## config.mk

```make
export PLATFORM = sky130hd
export DESIGN_NAME = qspi_nib_master
export DESIGN_NICKNAME = d
export VERILOG_FILES = /design/src/rtl/qspi_nib_pkg.sv /design/src/rtl/qspi_nib_clkdiv.sv /design/src/rtl/qspi_nib_lane_tx.sv /design/src/rtl/qspi_nib_lane_rx.sv /design/src/rtl/qspi_nib_master.sv
export SDC_FILE = /design/constraint.sdc
export NUM_CORES = 1
export LEC_CHECK = 0
export CORE_ASPECT_RATIO = 1.5
export CORE_MARGIN = 8
export CORE_UTILIZATION = 57
export DETAILED_ROUTE_END_ITERATION = 8
export DONT_BUFFER_PORTS = 1
export GPL_TIMING_DRIVEN = 0
export PLACE_DENSITY = 0.72
export SLEW_MARGIN = 15
export SYNTH_ARGS = -nofsm -noshare
export SYNTH_HDL_FRONTEND = slang
export SYNTH_SLANG_ARGS = --single-unit
```

## constraint.sdc

```tcl
create_clock -name clk_i -period 2.8 [get_ports clk_i]
set_input_delay 0.14 -clock clk_i [delete_from_list [all_inputs] [get_ports clk_i]]
set_output_delay 0.14 -clock clk_i [all_outputs]
set_load 0.01 [all_outputs]
```

## src/rtl/qspi_nib_pkg.sv

```systemverilog
`timescale 1ns/1ps
package qspi_nib_pkg;
  typedef enum logic [1:0] {
    ST_IDLE  = 2'd0,
    ST_XFER  = 2'd1,
    ST_TRAIL = 2'd2
  } qspi_st_e;

  localparam int unsigned EDGES_PER_BYTE = 4;
endpackage

```

## src/rtl/qspi_nib_clkdiv.sv

```systemverilog
`timescale 1ns/1ps
module qspi_nib_clkdiv #(
  parameter int unsigned DIV_W = 8
) (
  input  logic             clk_i,
  input  logic             rst_ni,
  input  logic             run_i,
  input  logic [DIV_W-1:0] half_i,
  output logic             tick_o
);
  logic [DIV_W-1:0] cnt_q;
  logic [DIV_W-1:0] lim;

  // zero acts as one: smallest division is 2
  assign lim    = (half_i == '0) ? '0 : half_i - 1'b1;
  assign tick_o = run_i && (cnt_q == lim);

  always_ff @(posedge clk_i or negedge rst_ni) begin
    if (!rst_ni)               cnt_q <= '0;
    else if (!run_i || tick_o) cnt_q <= '0;
    else                       cnt_q <= cnt_q + 1'b1;
  end
endmodule

```

## src/rtl/qspi_nib_lane_tx.sv

```systemverilog
`timescale 1ns/1ps
module qspi_nib_lane_tx #(
  parameter int unsigned LANES = 4
) (
  input  logic             clk_i,
  input  logic             rst_ni,
  input  logic             ld_i,
  input  logic [LANES-1:0] nib_i,
  input  logic             oe_en_i,
  output logic [LANES-1:0] io_o,
  output logic [LANES-1:0] io_oe_o
);
  for (genvar g = 0; g < LANES; g++) begin : g_lane
    logic bit_q;
    always_ff @(posedge clk_i or negedge rst_ni) begin
      if (!rst_ni)   bit_q <= 1'b0;
      else if (ld_i) bit_q <= nib_i[g];
    end
    assign io_o[g]    = bit_q;
    assign io_oe_o[g] = oe_en_i;
  end
endmodule

```

## src/rtl/qspi_nib_lane_rx.sv

```systemverilog
`timescale 1ns/1ps
module qspi_nib_lane_rx #(
  parameter int unsigned LANES = 4
) (
  input  logic               clk_i,
  input  logic               rst_ni,
  input  logic               smp_i,
  input  logic               hi_i,
  input  logic [LANES-1:0]   io_i,
  output logic [2*LANES-1:0] data_o,
  output logic               valid_o
);
  logic [LANES-1:0]   hi_q;
  logic [2*LANES-1:0] data_q;
  logic               valid_q;

  always_ff @(posedge clk_i or negedge rst_ni) begin
    if (!rst_ni) begin
      hi_q    <= '0;
      data_q  <= '0;
      valid_q <= 1'b0;
    end else begin
      valid_q <= smp_i && !hi_i;
      if (smp_i && hi_i)  hi_q   <= io_i;
      if (smp_i && !hi_i) data_q <= {hi_q, io_i};
    end
  end

  assign data_o  = data_q;
  assign valid_o = valid_q;
endmodule

```

## src/rtl/qspi_nib_master.sv

```systemverilog
`timescale 1ns/1ps
module qspi_nib_master
  import qspi_nib_pkg::*;
#(
  parameter int unsigned LANES = 4,
  parameter int unsigned DIV_W = 8
) (
  input  logic               clk_i,
  input  logic               rst_ni,
  input  logic               cpol_i,
  input  logic               cpha_i,
  input  logic               rd_mode_i,
  input  logic [DIV_W-1:0]   half_div_i,
  input  logic [2*LANES-1:0] tx_data_i,
  input  logic               tx_valid_i,
  output logic               tx_ready_o,
  output logic [2*LANES-1:0] rx_data_o,
  output logic               rx_valid_o,
  output logic               sck_o,
  output logic               cs_no,
  output logic [LANES-1:0]   io_o,
  output logic [LANES-1:0]   io_oe_o,
  input  logic [LANES-1:0]   io_i
);
  localparam int unsigned BYTE_W = 2 * LANES;
  localparam int unsigned EW     = $clog2(EDGES_PER_BYTE);
  localparam logic [EW-1:0] LAST_EDGE = EW'(EDGES_PER_BYTE - 1);

  qspi_st_e          st_q, st_d;
  logic [EW-1:0]     h_q, h_d;
  logic [BYTE_W-1:0] byte_q;
  logic              cpha_q, dir_q, sck_q;
  logic [DIV_W-1:0]  half_q;
  logic              tick, edge_w, last_edge, accept, start;
  logic              cpha_now, ld;
  logic [LANES-1:0]  nib;
  logic              smp, smp_hi;

  qspi_nib_clkdiv #(.DIV_W(DIV_W)) u_div (
    .clk_i  (clk_i),
    .rst_ni (rst_ni),
    .run_i  (st_q != ST_IDLE),
    .half_i (half_q),
    .tick_o (tick)
  );

  assign start      = (st_q == ST_IDLE) && tx_valid_i;
  assign edge_w     = (st_q == ST_XFER) && tick;
  assign last_edge  = edge_w && (h_q == LAST_EDGE);
  assign tx_ready_o = (st_q == ST_IDLE) || last_edge;
  assign accept     = tx_ready_o && tx_valid_i;

  always_comb begin
    st_d = st_q;
    h_d  = h_q;
    unique case (st_q)
      ST_IDLE: if (tx_valid_i) begin
        st_d = ST_XFER;
        h_d  = '0;
      end
      ST_XFER: if (edge_w) begin
        h_d = h_q + 1'b1;
        if (h_q == LAST_EDGE && !tx_valid_i) st_d = ST_TRAIL;
      end
      ST_TRAIL: if (tick) st_d = ST_IDLE;
      default:  st_d = ST_IDLE;
    endcase
  end

  always_ff @(posedge clk_i or negedge rst_ni) begin
    if (!rst_ni) begin
      st_q   <= ST_IDLE;
      h_q    <= '0;
      byte_q <= '0;
      cpha_q <= 1'b0;
      dir_q  <= 1'b0;
      half_q <= '0;
      sck_q  <= 1'b0;
    end else begin
      st_q <= st_d;
      h_q  <= h_d;
      if (accept) byte_q <= tx_data_i;
      if (start) begin
        cpha_q <= cpha_i;
        dir_q  <= rd_mode_i;
        half_q <= half_div_i;
      end
      if (st_q == ST_IDLE) sck_q <= cpol_i;
      else if (edge_w)     sck_q <= ~sck_q;
    end
  end

  // launch: phase 0 drives ahead of the first edge, phase 1 on leading edges
  assign cpha_now = (st_q == ST_IDLE) ? cpha_i : cpha_q;

  always_comb begin
    ld  = 1'b0;
    nib = byte_q[BYTE_W-1:LANES];
    if (accept && !cpha_now) begin
      ld  = 1'b1;
      nib = tx_data_i[BYTE_W-1:LANES];
    end else if (edge_w) begin
      if (cpha_q) begin
        if (h_q == EW'(0)) begin
          ld = 1'b1;
          nib = byte_q[BYTE_W-1:LANES];
        end else if (h_q == EW'(2)) begin
          ld = 1'b1;
          nib = byte_q[LANES-1:0];
        end
      end else if (h_q == EW'(1)) begin
        ld  = 1'b1;
        nib = byte_q[LANES-1:0];
      end
    end
  end

  assign smp    = edge_w && (h_q[0] == cpha_q);
  assign smp_hi = !h_q[EW-1];

  qspi_nib_lane_tx #(.LANES(LANES)) u_tx (
    .clk_i   (clk_i),
    .rst_ni  (rst_ni),
    .ld_i    (ld),
    .nib_i   (nib),
    .oe_en_i ((st_q != ST_IDLE) && !dir_q),
    .io_o    (io_o),
    .io_oe_o (io_oe_o)
  );

  qspi_nib_lane_rx #(.LANES(LANES)) u_rx (
    .clk_i   (clk_i),
    .rst_ni  (rst_ni),
    .smp_i   (smp && dir_q),
    .hi_i    (smp_hi),
    .io_i    (io_i),
    .data_o  (rx_data_o),
    .valid_o (rx_valid_o)
  );

  assign cs_no = (st_q == ST_IDLE);
  assign sck_o = sck_q;
endmodule

```

Yosys cells after proc, flatten, opt, wreduce, memory -nomap -nowiden --
Cells that the tools add are included.
Storage, ports and cells: flip-flop bits (word level) 48, word-level logic and storage cells 82, output and inout port bits 20, input port bits 26
Cells by class: bitwise gates (word level) 1, reductions and logical operators 27, multiplexer cells 25, add/sub/neg operators 3, equality and inequality tests 11
Operator list (count):
- 4-bit 2-to-1 mux | 6
- 8-bit 2-to-1 mux | 2
- 1-bit logical AND | 12
- 2-bit 2-to-1 mux | 6
- 1-bit 2-to-1 mux | 9
- 8-bit by 1-bit adder with 8-bit output, second input constant | 1
- 8-bit == test | 1
- 8-bit logical NOT | 1
- 8-bit by 1-bit subtractor with 8-bit output, second input constant | 1
- 2-bit == test, second input constant | 3
- 2-bit != test, second input constant | 3
- 2-bit one-hot mux with 3 select lines | 1
- 2-bit nonzero test | 3
- 1-bit logical NOT | 5
- 2-bit by 1-bit == test with 1-bit output, second input constant | 2
- 2-bit logical NOT | 2
- 2-bit one-hot mux with 2 select lines | 1
- 4-bit AND reduction | 1
- 3-bit AND reduction | 1
- 2-bit by 1-bit adder with 2-bit output, second input constant | 1
- 1-bit logical OR | 2
- 2-bit by 1-bit != test with 1-bit output, second input constant | 1
- 1-bit == test | 1
- 1-bit NOT | 1

Longest topological paths before layout --
Gate-level depths: netlist of the first run.
word-level depth 10, mapped depth 11

By module --
Synthesis of the first run repeated with hierarchy kept, for this count alone.
Second synthesis, totals: cells, all modules 252, area, all modules 2775.2 um^2
Modules (own cells, without submodules):
- qspi_nib_master | sequential area each 575.6 um^2, instances 1, cells each 110, area each 1234.9 um^2
- qspi_nib_clkdiv | sequential area each 200.2 um^2, instances 1, cells each 98, area each 815.8 um^2
- qspi_nib_lane_rx | sequential area each 325.3 um^2, instances 1, cells each 28, area each 519.2 um^2
- qspi_nib_lane_tx | sequential area each 100.1 um^2, instances 1, cells each 16, area each 205.2 um^2

Least setup slack after synthesis of the first run --
Ideal clock, no wire load.
path type reg-to-reg, start register half_q[0], end register u_rx.data_q[0] (netlist: u_rx.data_o[0]), buffers on the path 2, cell stages (with the launch flop) 10, arrival 2.764 ns, setup slack -0.089 ns, data required time 2.675 ns, cell sequence dfrtp_1 > or4_1 > buf_2 > nor4_1 > mux2_2 > xor2_1 > nor4_4 > buf_6 > nand4_4 > mux2_4
Between the ends: longest elaborated chain between the ends 8
Ends and longest elaborated chain:
- start: declaration | line qspi_nib_master.sv:33 | logic [DIV_W-1:0] half_q;
- start signal: assignment | line qspi_nib_master.sv:86 | half_q <= half_div_i;
- 8-bit by 1-bit subtractor with 8-bit output / 8-bit logical NOT (equally long branches) | line qspi_nib_clkdiv.sv:15 | assign lim = (half_i == '0) ? '0 : half_i - 1'b1;
- 8-bit 2-to-1 mux * | line qspi_nib_clkdiv.sv:15
- 8-bit == test * | line qspi_nib_clkdiv.sv:16 | assign tick_o = run_i && (cnt_q == lim);
- 1-bit logical AND * | line qspi_nib_clkdiv.sv:16
- 1-bit logical AND * | line qspi_nib_master.sv:48 | assign edge_w = (st_q == ST_XFER) && tick;
- 1-bit logical AND * | line qspi_nib_master.sv:118 | assign smp = edge_w && (h_q[0] == cpha_q);
- 1-bit logical AND * | line qspi_nib_master.sv:134 | .smp_i (smp && dir_q),
- 1-bit logical AND * | line qspi_nib_lane_rx.sv:25 | if (smp_i && !hi_i) data_q <= {hi_q, io_i};
- end signal: assignment | line qspi_nib_lane_rx.sv:25
- end: declaration | line qspi_nib_lane_rx.sv:14 | logic [2*LANES-1:0] data_q;
Mark *: on every way between the ends. The rest lies on a longest branch, timed or not. A chain may end at the register's enable or synchronous reset.

Final worst setup path of the first run --
start register half_q[0], end register u_rx.data_q[4] (netlist: u_rx.data_o[4])
Same word-level chain as after synthesis.

==> report_table.html, run 1 <==
<table>
<tr><th>Metric</th><th>Value</th></tr>
<tr><th colspan="2">Outcome</th></tr>
<tr><td>Result of the run</td><td>finished, violations left</td></tr>
<tr><td>Violations in the final reports</td><td>negative setup slack</td></tr>
<tr><th colspan="2">Power and ir drop</th></tr>
<tr><td>Power share of the combinational group</td><td>33.7%</td></tr>
<tr><td>Clock group share of total power</td><td>20.0%</td></tr>
<tr><td>Switching Power</td><td>0.722 mW</td></tr>
<tr><td>Lkg Pwr</td><td>1.45 nW</td></tr>
<tr><td>Relative contribution of sequential cells to total power</td><td>46.3%</td></tr>
<tr><td>Power density over cell area</td><td>634 nW/µm²</td></tr>
<tr><td>Peak VDD IR</td><td>480 µV</td></tr>
<tr><td>Overall Power</td><td>2.10 mW</td></tr>
<tr><td>Internal Pwr Total</td><td>1.38 mW</td></tr>
<tr><td>Switching share of power</td><td>34.3%</td></tr>
<tr><th colspan="2">Worst setup path</th></tr>
<tr><td>Critical path endpoint category</td><td>flop</td></tr>
<tr><td>Worst reg2reg endpoint</td><td>u_rx.data_o[4]$_DFFE_PN0P_</td></tr>
<tr><td>Worst Path Class, Setup</td><td>flop to flop</td></tr>
<tr><td>Critical register-to-register path startpoint</td><td>half_q[0]$_DFFE_PN0P_</td></tr>
<tr><td>Worst-case reg-to-reg path depth</td><td>11</td></tr>
<tr><td>Highest net fanout along the worst path</td><td>8</td></tr>
<tr><td>Critical path data required time</td><td>2990 ps</td></tr>
<tr><td>Slack of the worst reg-to-reg path</td><td>-3 ps</td></tr>
<tr><td>Type of origin of the critical path</td><td>flop</td></tr>
<tr><td>Data arrival, critical path</td><td>2990 ps</td></tr>
<tr><th colspan="2">Synthesis</th></tr>
<tr><td>Ranking of synthesized cells by instance count</td><td>48 x sky130_fd_sc_hd__dfrtp_1, 20 x sky130_fd_sc_hd__mux2_2, 16 x sky130_fd_sc_hd__nor2_1, 14 x sky130_fd_sc_hd__nand2_1</td></tr>
<tr><td>Count of flip-flops with a built-in enable after synthesis</td><td>0</td></tr>
<tr><td>Top post-synthesis cells by area</td><td>sky130_fd_sc_hd__dfrtp_1 45%, sky130_fd_sc_hd__mux2_2 8.4%, sky130_fd_sc_hd__mux2_4 4.5%, sky130_fd_sc_hd__ha_1 2.8%, sky130_fd_sc_hd__buf_4 2.5%</td></tr>
<tr><td>Top-count cell post-synth</td><td>sky130_fd_sc_hd__dfrtp_1</td></tr>
<tr><td>Share of cell area taken by muxes after synthesis</td><td>14.7%</td></tr>
<tr><td>Compound-gate portion of the synthesized area</td><td>12.6%</td></tr>
<tr><td>Largest family of logic cells by synthesized area</td><td>simple AND/OR/NAND/NOR gates</td></tr>
<tr><td>Post-synthesis cell type with the largest combined area</td><td>sky130_fd_sc_hd__dfrtp_1</td></tr>
<tr><td>Fraction of synthesized cell area taken by the top area cell type</td><td>44.8%</td></tr>
<tr><td>Count of different cell masters after synthesis</td><td>51</td></tr>
<tr><td>Async set-reset flop share out of synthesis</td><td>100%</td></tr>
<tr><td>Most used flip-flop cell after synthesis</td><td>sky130_fd_sc_hd__dfrtp_1</td></tr>
<tr><td>Sequential fraction of the synthesis area</td><td>44.8%</td></tr>
<tr><td>Synthesis warning total</td><td>0</td></tr>
<tr><td>Gate count after technology mapping</td><td>238</td></tr>
<tr><td>Net Count, Synth</td><td>270</td></tr>
<tr><td>Post-synthesis simple-gate area fraction</td><td>15.2%</td></tr>
<tr><td>Register bit total from synthesis</td><td>48</td></tr>
<tr><td>Post-synthesis share of cell area spent on xor and xnor gates</td><td>3.92%</td></tr>
<tr><td>Post-synthesis instance area</td><td>2680 µm²</td></tr>
<tr><td>Adder-cell area share of the yosys netlist</td><td>2.80%</td></tr>
<tr><td>Average cell area after synthesis</td><td>11.3 µm²</td></tr>
<tr><th colspan="2">Routing</th></tr>
<tr><td>Average routed wire per standard cell</td><td>17.1 µm</td></tr>
<tr><td>Routed wire length</td><td>5880 µm</td></tr>
<tr><td>First-pass iteration count of the detailed router</td><td>4</td></tr>
<tr><td>Number of DRC violations after detailed-routing iteration 0</td><td>171</td></tr>
<tr><td>Number of routed nets with antenna violations</td><td>0</td></tr>
<tr><td>Detail-routed via count per cell</td><td>5.69</td></tr>
<tr><td>Via total after detailed routing</td><td>1957</td></tr>
<tr><td>Remaining design rule violation count</td><td>0</td></tr>
<tr><th colspan="2">Floorplanning</th></tr>
<tr><td>Number of cell rows</td><td>30</td></tr>
<tr><td>Initial Utilization</td><td>59.1%</td></tr>
<tr><td>Die ar.</td><td>7200 µm²</td></tr>
<tr><td>Die extent in y</td><td>100 µm</td></tr>
<tr><td>Count of pins on the block boundary</td><td>46</td></tr>
<tr><td>Standard cell core area</td><td>4540 µm²</td></tr>
<tr><td>Die width</td><td>72.0 µm</td></tr>
<tr><th colspan="2">GRT</th></tr>
<tr><td>Initial antenna violation count</td><td>0</td></tr>
<tr><td>Wire length of the first global-routing pass</td><td>9990 µm</td></tr>
<tr><td>GRT Residual Overflow</td><td>0</td></tr>
<tr><td>Vias in the first global route</td><td>2076</td></tr>
<tr><td>Pin count of the biggest net entering global routing</td><td>49</td></tr>
<tr><td>Tot GR Track Use</td><td>17.4%</td></tr>
<tr><th colspan="2">STA</th></tr>
<tr><td>Least-Margin Pin Slew</td><td>574 ps</td></tr>
<tr><td>Post-route clock skew</td><td>5.41 ps</td></tr>
<tr><td>Worst hold slack</td><td>32.4 ps</td></tr>
<tr><td>Post-layout min period</td><td>2800 ps</td></tr>
<tr><td>Remaining max-slew budget at the tightest pin</td><td>61.6%</td></tr>
<tr><td>Final period util</td><td>100%</td></tr>
<tr><td>Fmax</td><td>357 MHz</td></tr>
<tr><td>Total count of hold-check failures in the final report</td><td>0</td></tr>
<tr><td>Final setup violating endpoints</td><td>3</td></tr>
<tr><td>Setup ws final</td><td>-2.80 ps</td></tr>
<tr><td>Slew Limit Fails</td><td>0</td></tr>
<tr><td>Setup repair after global routing missed its margin</td><td>yes</td></tr>
<tr><th colspan="2">Finish</th></tr>
<tr><td>Layout-stage area growth over the synthesis result</td><td>23.7%</td></tr>
<tr><td>Final cell count without fillers</td><td>344</td></tr>
<tr><td>Share of layout cells above drive strength 1</td><td>29.6%</td></tr>
<tr><td>Number of fillers in the final layout</td><td>315</td></tr>
<tr><td>Number of nets in the final layout</td><td>312</td></tr>
<tr><td>Sequential Area</td><td>1200 µm²</td></tr>
<tr><td>End-of-flow core utilization</td><td>73.1%</td></tr>
<tr><td>Area taken by multi-input logic gates</td><td>1410 µm²</td></tr>
<tr><td>Antenna cells</td><td>0</td></tr>
<tr><th colspan="2">Flow run</th></tr>
<tr><td>Max capacitance violation total</td><td>0</td></tr>
<tr><th colspan="2">Hold path</th></tr>
<tr><td>Path category of the worst min-delay check</td><td>input pin to flop</td></tr>
<tr><td>Cell count of the worst hold path</td><td>2</td></tr>
<tr><td>Hold Path End</td><td>st_q[1]$_DFFE_PN0P_</td></tr>
<tr><td>Critical hold path startpoint</td><td>tx_valid_i</td></tr>
<tr><th colspan="2">Placement</th></tr>
<tr><td>Cell count after placement</td><td>302</td></tr>
<tr><td>Hpwl dp</td><td>3950 µm</td></tr>
<tr><td>GPL Wtd Cong</td><td>0.847</td></tr>
<tr><td>Input/output buffers</td><td>0</td></tr>
<tr><th colspan="2">Clock network</th></tr>
<tr><td>TritonCTS clock tree</td><td>yes</td></tr>
<tr><td>Maximum root-to-sink buffer count</td><td>2</td></tr>
<tr><td>Clock buffers created by TritonCTS</td><td>5</td></tr>
<tr><td>Clock root buffer</td><td>sky130_fd_sc_hd__clkbuf_8</td></tr>
<tr><td>Clock edge transition at the registers on the reported setup and hold paths</td><td>90 ps</td></tr>
<tr><td>Clock latency reported for the late side of the worst-skew pair</td><td>300 ps</td></tr>
<tr><td>H-tree levels</td><td>2</td></tr>
<tr><td>Total clock sinks</td><td>48</td></tr>
</table>
-- cell usage in the layout, fill, tap and decap left out, types with 5 or more instances in the layout --
cell type and count:
sky130_fd_sc_hd__xnor2_1 7, sky130_fd_sc_hd__mux2_2 19, sky130_fd_sc_hd__o21ai_0 7, sky130_fd_sc_hd__nand2_1 13, sky130_fd_sc_hd__buf_4 18, sky130_fd_sc_hd__mux2_4 9, sky130_fd_sc_hd__dfrtp_1 48, sky130_fd_sc_hd__nand3_1 10
sky130_fd_sc_hd__mux2i_1 5, sky130_fd_sc_hd__nor2_1 15, sky130_fd_sc_hd__clkbuf_8 6, sky130_fd_sc_hd__dlygate4sd3_1 25, sky130_fd_sc_hd__ha_1 5, sky130_fd_sc_hd__inv_1 8
-- critical path, stage by stage, from the launching register on --
cell and delay, ps:
sky130_fd_sc_hd__dfrtp_1 420, sky130_fd_sc_hd__inv_2 100, sky130_fd_sc_hd__ha_4 150, sky130_fd_sc_hd__nor3b_4 370, sky130_fd_sc_hd__buf_4 180, sky130_fd_sc_hd__nor2_1 30, sky130_fd_sc_hd__mux2_4 270, sky130_fd_sc_hd__xor2_2 160
sky130_fd_sc_hd__nor4_4 240, sky130_fd_sc_hd__buf_6 180, sky130_fd_sc_hd__nand4_4 210, sky130_fd_sc_hd__mux2_4 370
-- per-layer routing --
| layer | GRT usage, % | share of wire, % |
|---|---|---|
| met4 | 7.11 | 1.5 |
| met2 | 33.0 | 58 |
| met5 | 0 | 0 |
| met3 | 3.19 | 2.8 |
| met1 | 17.9 | 37 |
-- worst max-delay path by stage --
stage	from	to	cells after the start
floorplan	half_q[0]$_DFFE_PN0P_	u_rx.data_o[0]$_DFFE_PN0P_	9
global placement	half_q[0]$_DFFE_PN0P_	u_rx.data_o[3]$_DFFE_PN0P_	10
detailed placement	half_q[0]$_DFFE_PN0P_	u_rx.data_o[4]$_DFFE_PN0P_	10
CTS	half_q[3]$_DFFE_PN0P_	u_rx.data_o[4]$_DFFE_PN0P_	9
global route	half_q[0]$_DFFE_PN0P_	u_rx.data_o[4]$_DFFE_PN0P_	10
finish	half_q[0]$_DFFE_PN0P_	u_rx.data_o[4]$_DFFE_PN0P_	11
-- what timing repair did --
| action | in CTS | in global routing |
|---|---|---|
| buffers inserted | 7 | 4 |
| hold buffers | 26 | 0 |
| gates resized for setup | 13 | 11 |
| hold endpoints to repair | 80 | 0 |
| pin swaps | 5 | 7 |
| endpoints found under the setup margin | 38 | 39 |
-- through the flow --
stage	setup TNS (ps)	worst slack (ps)	cell area, µm²
5_1_grt	-4000	-186	3320
3_3_place_gp	-4780	-278	2770
4_1_cts	-7860	-322	3240
2_1_floorplan	0	34.2	2690
3_5_place_dp	-4660	-275	2770
6_report	-7.72	-2.80	3320
-- state kept, by name, indices dropped and copies added, names as in the netlist --
name,count
u_div.cnt_q,8
cpha_q,1
u_rx.hi_q,4
st_q,2
half_q,8
u_rx.valid_o,1
dir_q,1
h_q,2
sck_o,1
u_rx.data_o,8
u_tx.g_lane.bit_q,4
byte_q,8
-- cells by family (layout without fill, tap and decap cells) --
logic type | after synthesis | after routing
xor+xnor | 12 | 12
simple gates | 69 | 69
fa+ha+maj | 6 | 6
compound gates | 41 | 41
buf+inv | 29 | 71
flops | 48 | 48
mux | 33 | 33
-- layout make-up --
type | instances | area share, %
Sequential cell | 48 | 36.2
Inverter | 10 | 1.13
Tap cell | 64 | 2.41
Multi-Input combinational cell | 161 | 42.4
Buffer | 17 | 3.73
Timing Repair Buffer | 37 | 11.3
Clock inverter | 1 | 0.264
Clock buffer | 6 | 2.49
-- power by group through the flow --
stage	Combinational, mW	Sequential (mW)	Clock (mW)
2_1_floorplan	0.517	0.939	0
5_1_grt	0.796	0.995	0.453
3_3_place_gp	0.578	0.978	0
6_report	0.709	0.974	0.422
3_5_place_dp	0.595	0.982	0
4_1_cts	0.676	0.967	0.439
(Power assumes the default switching activity.)
==> run 2: changes to the inputs <==
--- a/config.mk
+++ b/config.mk
@@ -12,6 +12,7 @@
 export DONT_BUFFER_PORTS = 1
 export GPL_TIMING_DRIVEN = 0
 export PLACE_DENSITY = 0.72
+export RECOVER_POWER = 50
 export SLEW_MARGIN = 15
 export SYNTH_ARGS = -nofsm -noshare
 export SYNTH_HDL_FRONTEND = slang
==> run 2 against run 1 <==
Net effect:
- the flow finishes with violations (max-capacitance violations, max-slew violations, negative setup slack)
- clock power about the same
- sequential share of layout area up 0.16 points
- maximum frequency about the same
- largest cell class unchanged
- highest routed layer unchanged
==> report_table.html, run 2 (synthesis gave the netlist of run 1 again) <==
<table>
<tr><th>Metric</th><th>Value</th></tr>
<tr><th colspan="2">Routing</th></tr>
<tr><td>Detail-routed via count per cell</td><td>5.69 (about the same)</td></tr>
<tr><td>Number of DRC violations after detailed-routing iteration 0</td><td>153 (-11%)</td></tr>
<tr><td>Number of routed nets with antenna violations</td><td>0 (unchanged)</td></tr>
<tr><td>Top metal layer carrying routed signals</td><td>met4</td></tr>
<tr><td>Average routed wire per standard cell</td><td>17.1 µm (+0.19%)</td></tr>
<tr><td>Sum of routed wire segments on met1</td><td>2190 µm (-0.18%)</td></tr>
<tr><td>Remaining design rule violation count</td><td>0 (unchanged)</td></tr>
<tr><td>Routed wire length</td><td>5890 µm (+0.19%)</td></tr>
<tr><td>Metal2 WL</td><td>3460 µm (+0.84%)</td></tr>
<tr><td>First-pass iteration count of the detailed router</td><td>4 (unchanged)</td></tr>
<tr><td>Via total after detailed routing</td><td>1958 (+0.051%)</td></tr>
<tr><td>Routed wire length on met3</td><td>158 µm (-3.7%)</td></tr>
<tr><th colspan="2">STA</th></tr>
<tr><td>Least-Margin Pin Slew</td><td>2050 ps (+1480 ps)</td></tr>
<tr><td>Total count of hold-check failures in the final report</td><td>0 (unchanged)</td></tr>
<tr><td>Final period util</td><td>100% (about the same)</td></tr>
<tr><td>Accumulated negative setup slack</td><td>-14.7 ps (-7.01 ps)</td></tr>
<tr><td>Post-layout min period</td><td>2810 ps (+2.38 ps)</td></tr>
<tr><td>Final setup violating endpoints</td><td>4 (+1)</td></tr>
<tr><td>Slew Limit Fails</td><td>49 (+49)</td></tr>
<tr><td>Fmax</td><td>356 MHz (about the same)</td></tr>
<tr><td>Setup repair after global routing missed its margin</td><td>yes</td></tr>
<tr><td>Remaining max-slew budget at the tightest pin</td><td>-37.1% (-99 points)</td></tr>
<tr><td>Setup ws final</td><td>-5.18 ps (-2.38 ps)</td></tr>
<tr><td>Post-route clock skew</td><td>6.03 ps (+0.621 ps)</td></tr>
<tr><th colspan="2">GRT</th></tr>
<tr><td>Tot GR Track Use</td><td>17.4% (unchanged)</td></tr>
<tr><td>GRT Residual Overflow</td><td>0 (unchanged)</td></tr>
<tr><td>Initial antenna violation count</td><td>0 (unchanged)</td></tr>
<tr><td>Pin count of the biggest net entering global routing</td><td>49 (unchanged)</td></tr>
<tr><td>Wire length of the first global-routing pass</td><td>9990 µm (unchanged)</td></tr>
<tr><td>Vias in the first global route</td><td>2076 (unchanged)</td></tr>
<tr><th colspan="2">Finish</th></tr>
<tr><td>Antenna cells</td><td>0 (unchanged)</td></tr>
<tr><td>Number of nets in the final layout</td><td>312 (unchanged)</td></tr>
<tr><td>Most frequent standard cell in the layout excluding fill and tap cells</td><td>sky130_fd_sc_hd__dfrtp_1</td></tr>
<tr><td>Layout-stage area growth over the synthesis result</td><td>23.1%</td></tr>
<tr><td>Number of fillers in the final layout</td><td>317 (+0.63%)</td></tr>
<tr><td>Share of layout cells above drive strength 1</td><td>29.3% (-0.36 points)</td></tr>
<tr><td>Top library cells by usage in the layout, fill and taps aside</td><td>48 x sky130_fd_sc_hd__dfrtp_1, 25 x sky130_fd_sc_hd__dlygate4sd3_1, 19 x sky130_fd_sc_hd__mux2_2, 18 x sky130_fd_sc_hd__buf_4, 15 x sky130_fd_sc_hd__nor2_1</td></tr>
<tr><th colspan="2">Worst setup path</th></tr>
<tr><td>Critical path data required time</td><td>2990 ps (about the same)</td></tr>
<tr><td>Worst reg2reg endpoint</td><td>u_rx.data_o[4]$_DFFE_PN0P_</td></tr>
<tr><td>CP Buf/Inv Count</td><td>3 (unchanged)</td></tr>
<tr><td>Cells traversed along the worst timing path</td><td>inv_2, ha_4, nor3b_4, buf_4, nor2_1, mux2_4, xor2_2, nor4_4, buf_6, nand4_4, mux2_4</td></tr>
<tr><td>CP Depth</td><td>11 (unchanged)</td></tr>
<tr><td>Worst Path Class, Setup</td><td>flop to flop</td></tr>
<tr><td>Slowest stage cell, crit path</td><td>sky130_fd_sc_hd__dfrtp_1</td></tr>
<tr><td>Critical register-to-register path startpoint</td><td>half_q[0]$_DFFE_PN0P_</td></tr>
<tr><td>Max stage delay on crit path</td><td>420 ps (about the same)</td></tr>
<tr><td>Slack of the worst reg-to-reg path</td><td>-5 ps (about the same)</td></tr>
<tr><td>Type of origin of the critical path</td><td>flop</td></tr>
<tr><td>End point of the critical path</td><td>u_rx.data_o[4]$_DFFE_PN0P_</td></tr>
<tr><td>Most frequent cell on the critical path</td><td>sky130_fd_sc_hd__mux2_4</td></tr>
<tr><td>Highest net fanout along the worst path</td><td>8 (unchanged)</td></tr>
<tr><td>Data arrival, critical path</td><td>3000 ps (about the same)</td></tr>
<tr><td>Worst-case reg-to-reg path depth</td><td>11 (unchanged)</td></tr>
<tr><td>Critical path endpoint category</td><td>flop</td></tr>
<tr><td>Critical path's top delay family</td><td>simple AND/OR/NAND/NOR gates</td></tr>
<tr><td>Worst setup path startpoint</td><td>half_q[0]$_DFFE_PN0P_</td></tr>
<tr><th colspan="2">Placement</th></tr>
<tr><td>Post-Place Worst Slack</td><td>-275 ps (unchanged)</td></tr>
<tr><td>Hpwl dp</td><td>3950 µm (unchanged)</td></tr>
<tr><td>Input/output buffers</td><td>0 (unchanged)</td></tr>
<tr><td>GPL Wtd Cong</td><td>0.847 (unchanged)</td></tr>
<tr><th colspan="2">Flow run</th></tr>
<tr><td>Max capacitance violation total</td><td>1 (+1)</td></tr>
<tr><th colspan="2">Floorplanning</th></tr>
<tr><td>Die ar.</td><td>7200 µm² (unchanged)</td></tr>
<tr><td>Die width</td><td>72.0 µm (unchanged)</td></tr>
<tr><td>Die extent in y</td><td>100 µm (unchanged)</td></tr>
<tr><td>Number of cell rows</td><td>30 (unchanged)</td></tr>
<tr><td>Count of pins on the block boundary</td><td>46 (unchanged)</td></tr>
<tr><td>Initial Utilization</td><td>59.1% (unchanged)</td></tr>
<tr><td>Standard cell core area</td><td>4540 µm² (unchanged)</td></tr>
<tr><th colspan="2">Clock network</th></tr>
<tr><td>Clock latency reported for the late side of the worst-skew pair</td><td>300 ps (about the same)</td></tr>
<tr><td>H-tree levels</td><td>2 (unchanged)</td></tr>
<tr><td>Clock buffers created by TritonCTS</td><td>5 (unchanged)</td></tr>
<tr><td>Clock edge transition at the registers on the reported setup and hold paths</td><td>90 ps (about the same)</td></tr>
<tr><td>Clock root buffer</td><td>sky130_fd_sc_hd__clkbuf_8</td></tr>
<tr><td>TritonCTS clock tree</td><td>yes</td></tr>
<tr><td>Total clock sinks</td><td>48 (unchanged)</td></tr>
<tr><td>Maximum root-to-sink buffer count</td><td>2 (unchanged)</td></tr>
<tr><th colspan="2">Hold path</th></tr>
<tr><td>Path category of the worst min-delay check</td><td>input pin to flop</td></tr>
<tr><th colspan="2">Outcome</th></tr>
<tr><td>Result of the run</td><td>finished, violations left</td></tr>
<tr><td>Violations in the final reports</td><td>max-capacitance violations, max-slew violations, negative setup slack</td></tr>
<tr><th colspan="2">Power and ir drop</th></tr>
<tr><td>Lkg Pwr</td><td>1.45 nW (about the same)</td></tr>
<tr><td>Peak VDD IR</td><td>481 µV (about the same)</td></tr>
<tr><td>Power density over cell area</td><td>637 nW/µm² (+0.42%)</td></tr>
</table>
-- run 2: cell count changes in the layout (fill, tap and decap cells not counted) --
| cell | previous run | this run |
|---|---|---|
| sky130_fd_sc_hd__buf_16 | 1 | 0 |
| sky130_fd_sc_hd__dlymetal6s2s_1 | 0 | 1 |
-- run 2: how the worst min path moves through the flow --
stage	endpoint	slack, ps	start	cells after the start
4_1_cts	st_q[1]$_DFFE_PN0P_	20	tx_valid_i	2
3_5_place_dp	half_q[6]$_DFFE_PN0P_	-150	rst_ni	0
3_3_place_gp	half_q[6]$_DFFE_PN0P_	-150	rst_ni	0
2_1_floorplan	byte_q[0]$_DFFE_PN0P_	-160	rst_ni	0
6_report	st_q[1]$_DFFE_PN0P_	30	tx_valid_i	2
5_1_grt	st_q[1]$_DFFE_PN0P_	50	tx_valid_i	2
-- run 2: cell type report --
cell class	instances	area, µm²	area share [%]
buffer	17	124	3.75
clock buffer	6	82.6	2.50
clock inverter	1	8.76	0.265
inverter	10	37.5	1.14
multi-input combinational	161	1410	42.6
sequential	48	1200	36.4
tap	64	80.1	2.42
timing repair buffer	37	362	10.9
-- run 2: power by group --
| part | switching, mW | internal, mW |
|---|---|---|
| Combinational | 0.337 | 0.368 |
| Clock | 0.227 | 0.197 |
| Sequential | 0.160 | 0.815 |
| Total | 0.724 | 1.38 |
-- run 2: layer usage --
metal / vias to the layer above / global-route usage [%]
met3: 7 / 3.19
met1: 989 / 17.9
li1: 930 / -
met2: 32 / 33.0
met4: 0 / 7.11
met5: - / 0
-- run 2: timing repair --
action                                 CTS  global route
hold buffers                            26             0
gates resized for setup                 13            11
setup endpoints to repair               38            39
endpoints found under the hold margin   80             0
buffers inserted                         7             4
pin swaps                                5             7
-- run 2: stage by stage --
stage / instances / instance area [µm²] / utilization [%] / power (mW) / hold slack [ps]
floorplan: 238 / 2690 / - / 1.46 / -156
global placement: 302 / 2770 / 61.0 / 1.56 / -154
detailed placement: 302 / 2770 / 61.0 / 1.58 / -154
global route: 344 / 3300 / 72.7 / 2.24 / 54.1
CTS: 341 / 3240 / 71.4 / 2.08 / 23.7
finish: 344 / 3300 / 72.7 / 2.10 / 30.7
==> run 3: changes to the inputs <==
--- a/config.mk
+++ b/config.mk
@@ -17,3 +17,4 @@
 export SYNTH_ARGS = -nofsm -noshare
 export SYNTH_HDL_FRONTEND = slang
 export SYNTH_SLANG_ARGS = --single-unit
+export TNS_END_PERCENT = 50
==> run 3 against run 2 <==
Net effect:
- the run still ends with max-capacitance violations, max-slew violations, negative setup slack left
- clock power is essentially flat
- worst hold slack gained 1.9 ps
- wire length shrank 0.20%
- highest routed layer unchanged
==> report_table.html, run 3 (synthesis gave the netlist of run 1 again) <==
<table>
<tr><th>Metric</th><th>Value</th></tr>
<tr><th colspan="2">STA</th></tr>
<tr><td>Slew Limit Fails</td><td>49 (unchanged)</td></tr>
<tr><td>Fmax</td><td>357 MHz (about the same)</td></tr>
<tr><td>Post-layout min period</td><td>2800 ps (-0.560 ps)</td></tr>
<tr><td>Setup repair after global routing missed its margin</td><td>yes</td></tr>
<tr><td>Post-route clock skew</td><td>5.65 ps (-0.385 ps)</td></tr>
<tr><td>Setup ws final</td><td>-4.62 ps (+0.560 ps)</td></tr>
<tr><td>Total count of hold-check failures in the final report</td><td>0 (unchanged)</td></tr>
<tr><td>Final period util</td><td>100% (about the same)</td></tr>
<tr><td>Remaining max-slew budget at the tightest pin</td><td>-36.4% (+0.67 points)</td></tr>
<tr><td>Accumulated negative setup slack</td><td>-12.3 ps (+2.44 ps)</td></tr>
<tr><td>Final setup violating endpoints</td><td>4 (unchanged)</td></tr>
<tr><td>Least-Margin Pin Slew</td><td>2040 ps (-10.0 ps)</td></tr>
<tr><th colspan="2">Finish</th></tr>
<tr><td>Number of nets in the final layout</td><td>313 (+0.32%)</td></tr>
<tr><td>Number of fillers in the final layout</td><td>317 (unchanged)</td></tr>
<tr><td>Layout-stage area growth over the synthesis result</td><td>23.3%</td></tr>
<tr><td>Sequential Area</td><td>1200 µm² (unchanged)</td></tr>
<tr><td>Most frequent standard cell in the layout excluding fill and tap cells</td><td>sky130_fd_sc_hd__dfrtp_1</td></tr>
<tr><td>Share of layout cells above drive strength 1</td><td>29.5% (+0.25 points)</td></tr>
<tr><td>Antenna cells</td><td>0 (unchanged)</td></tr>
<tr><td>Area taken by multi-input logic gates</td><td>1410 µm² (unchanged)</td></tr>
<tr><td>Top library cells by usage in the layout, fill and taps aside</td><td>48 x sky130_fd_sc_hd__dfrtp_1, 25 x sky130_fd_sc_hd__dlygate4sd3_1, 19 x sky130_fd_sc_hd__mux2_2, 18 x sky130_fd_sc_hd__buf_4, 15 x sky130_fd_sc_hd__nor2_1</td></tr>
<tr><th colspan="2">Routing</th></tr>
<tr><td>Detail-routed via count per cell</td><td>5.66 (-0.49%)</td></tr>
<tr><td>First-pass iteration count of the detailed router</td><td>4 (unchanged)</td></tr>
<tr><td>Via total after detailed routing</td><td>1954 (-0.20%)</td></tr>
<tr><td>Number of routed nets with antenna violations</td><td>0 (unchanged)</td></tr>
<tr><td>Remaining design rule violation count</td><td>0 (unchanged)</td></tr>
<tr><td>Number of DRC violations after detailed-routing iteration 0</td><td>137 (-10%)</td></tr>
<tr><td>Routed wire length</td><td>5880 µm (-0.20%)</td></tr>
<tr><td>Average routed wire per standard cell</td><td>17.0 µm (-0.49%)</td></tr>
<tr><th colspan="2">Placement</th></tr>
<tr><td>Hpwl dp</td><td>3950 µm (unchanged)</td></tr>
<tr><td>Post-Place Worst Slack</td><td>-275 ps (unchanged)</td></tr>
<tr><td>Input/output buffers</td><td>0 (unchanged)</td></tr>
<tr><td>GPL Wtd Cong</td><td>0.847 (unchanged)</td></tr>
<tr><th colspan="2">Clock network</th></tr>
<tr><td>Clock edge transition at the registers on the reported setup and hold paths</td><td>90 ps (about the same)</td></tr>
<tr><td>Clock buffers created by TritonCTS</td><td>5 (unchanged)</td></tr>
<tr><td>Total clock sinks</td><td>48 (unchanged)</td></tr>
<tr><td>Clock root buffer</td><td>sky130_fd_sc_hd__clkbuf_8</td></tr>
<tr><td>Maximum root-to-sink buffer count</td><td>2 (unchanged)</td></tr>
<tr><td>H-tree levels</td><td>2 (unchanged)</td></tr>
<tr><td>Clock latency reported for the late side of the worst-skew pair</td><td>300 ps (about the same)</td></tr>
<tr><td>TritonCTS clock tree</td><td>yes</td></tr>
<tr><th colspan="2">Outcome</th></tr>
<tr><td>Violations in the final reports</td><td>max-capacitance violations, max-slew violations, negative setup slack</td></tr>
<tr><td>Result of the run</td><td>finished, violations left</td></tr>
<tr><th colspan="2">GRT</th></tr>
<tr><td>Wire length of the first global-routing pass</td><td>9990 µm (unchanged)</td></tr>
<tr><td>Tot GR Track Use</td><td>17.4% (unchanged)</td></tr>
<tr><td>Initial antenna violation count</td><td>0 (unchanged)</td></tr>
<tr><td>Vias in the first global route</td><td>2078 (+0.096%)</td></tr>
<tr><td>GRT Residual Overflow</td><td>0 (unchanged)</td></tr>
<tr><td>Pin count of the biggest net entering global routing</td><td>49 (unchanged)</td></tr>
<tr><th colspan="2">Worst setup path</th></tr>
<tr><td>Critical path data required time</td><td>2990 ps (about the same)</td></tr>
<tr><td>Slowest stage cell, crit path</td><td>sky130_fd_sc_hd__dfrtp_1</td></tr>
<tr><td>Cells traversed along the worst timing path</td><td>inv_2, ha_4, nor3b_4, buf_4, nor2_1, mux2_4, xor2_2, nor4_4, buf_6, nand4_4, mux2_4</td></tr>
<tr><td>Worst-case reg-to-reg path depth</td><td>11 (unchanged)</td></tr>
<tr><td>Highest net fanout along the worst path</td><td>8 (unchanged)</td></tr>
<tr><td>Worst reg2reg endpoint</td><td>u_rx.data_o[4]$_DFFE_PN0P_</td></tr>
<tr><td>Critical register-to-register path startpoint</td><td>half_q[0]$_DFFE_PN0P_</td></tr>
<tr><td>Max stage delay on crit path</td><td>420 ps (about the same)</td></tr>
<tr><td>Worst Path Class, Setup</td><td>flop to flop</td></tr>
<tr><td>Slack of the worst reg-to-reg path</td><td>-5 ps (about the same)</td></tr>
<tr><td>Critical path endpoint category</td><td>flop</td></tr>
<tr><td>Most frequent cell on the critical path</td><td>sky130_fd_sc_hd__mux2_4</td></tr>
<tr><td>Data arrival, critical path</td><td>2990 ps (about the same)</td></tr>
<tr><td>Type of origin of the critical path</td><td>flop</td></tr>
<tr><th colspan="2">Floorplanning</th></tr>
<tr><td>Count of pins on the block boundary</td><td>46 (unchanged)</td></tr>
<tr><td>Die width</td><td>72.0 µm (unchanged)</td></tr>
<tr><td>Standard cell core area</td><td>4540 µm² (unchanged)</td></tr>
<tr><td>Die extent in y</td><td>100 µm (unchanged)</td></tr>
<tr><td>Die ar.</td><td>7200 µm² (unchanged)</td></tr>
<tr><td>Initial Utilization</td><td>59.1% (unchanged)</td></tr>
<tr><td>Number of cell rows</td><td>30 (unchanged)</td></tr>
<tr><th colspan="2">Power and ir drop</th></tr>
<tr><td>Overall Power</td><td>2.10 mW (about the same)</td></tr>
<tr><td>Peak VDD IR</td><td>461 µV (-4.1%)</td></tr>
<tr><td>Power density over cell area</td><td>636 nW/µm² (-0.18%)</td></tr>
<tr><td>Lkg Pwr</td><td>1.46 nW (+0.32%)</td></tr>
<tr><th colspan="2">Hold path</th></tr>
<tr><td>Hold Path End</td><td>st_q[1]$_DFFE_PN0P_</td></tr>
<tr><td>Cell count of the worst hold path</td><td>2 (unchanged)</td></tr>
<tr><td>Path category of the worst min-delay check</td><td>input pin to flop</td></tr>
<tr><td>Critical hold path startpoint</td><td>tx_valid_i</td></tr>
<tr><th colspan="2">Flow run</th></tr>
<tr><td>Max capacitance violation total</td><td>1 (unchanged)</td></tr>
</table>
## run 3: cell count changes in the layout (fill, tap and decap cells not counted)
cell                       delta
sky130_fd_sc_hd__clkbuf_2     +1
## run 3: worst max-delay path by stage
stage / from / end / slack, ps
after floorplan: half_q[0]$_DFFE_PN0P_ / u_rx.data_o[0]$_DFFE_PN0P_ / 30
after global routing: half_q[0]$_DFFE_PN0P_ / u_rx.data_o[4]$_DFFE_PN0P_ / -190
final: half_q[0]$_DFFE_PN0P_ / u_rx.data_o[4]$_DFFE_PN0P_ / -5
after detailed placement: half_q[0]$_DFFE_PN0P_ / u_rx.data_o[4]$_DFFE_PN0P_ / -280
after global placement: half_q[0]$_DFFE_PN0P_ / u_rx.data_o[3]$_DFFE_PN0P_ / -280
after CTS: half_q[3]$_DFFE_PN0P_ / u_rx.data_o[4]$_DFFE_PN0P_ / -320
## run 3: cell type report
cell class / instances / area share (%)
multi-input cells: 161 / 42.5
clock buffers: 6 / 2.50
well taps: 64 / 2.42
inverters: 10 / 1.13
repair buffers: 37 / 10.9
plain buffers: 18 / 3.90
clock inverters: 1 / 0.265
flip-flops and latches: 48 / 36.3
## run 3: routing by layer
layer,track usage [%],vias up,share of wire [%]
li1,-,931,-
met1,17.9,983,37
met2,33.0,31,59
met3,3.19,9,2.6
met4,7.11,0,1.5
met5,0,-,0
## run 3: critical path, delay by kind of cell (launching register included)
kind          cells  cell delay, ps
xor+xnor          1             160
fa+ha+maj         1             150
buf+inv           3             460
flops             1             420
mux               2             640
simple gates      4             860
## run 3: where the power goes
part           total, mW  internal (mW)  switching (mW)
sequential         0.974          0.815           0.159
clock              0.423          0.197           0.226
combinational      0.706          0.369           0.337
total               2.10           1.38           0.723
## run 3: through the flow
stage / util (%) / instances / hold WS, ps / instance area [µm²]
after floorplan: - / 238 / -156 / 2690
after global placement: 61.0 / 302 / -154 / 2770
after detailed placement: 61.0 / 302 / -154 / 2770
after CTS: 71.5 / 342 / 23.7 / 3250
after global routing: 72.8 / 345 / 54.1 / 3310
final: 72.8 / 345 / 32.6 / 3310
## run 3: timing repair
| action | in CTS | in global routing |
|---|---|---|
| setup endpoints to repair | 38 | 39 |
| endpoints found under the hold margin | 80 | 0 |
| pin swaps | 5 | 7 |
| gates resized for setup | 14 | 11 |
| buffers inserted | 7 | 4 |
| hold buffers | 26 | 0 |
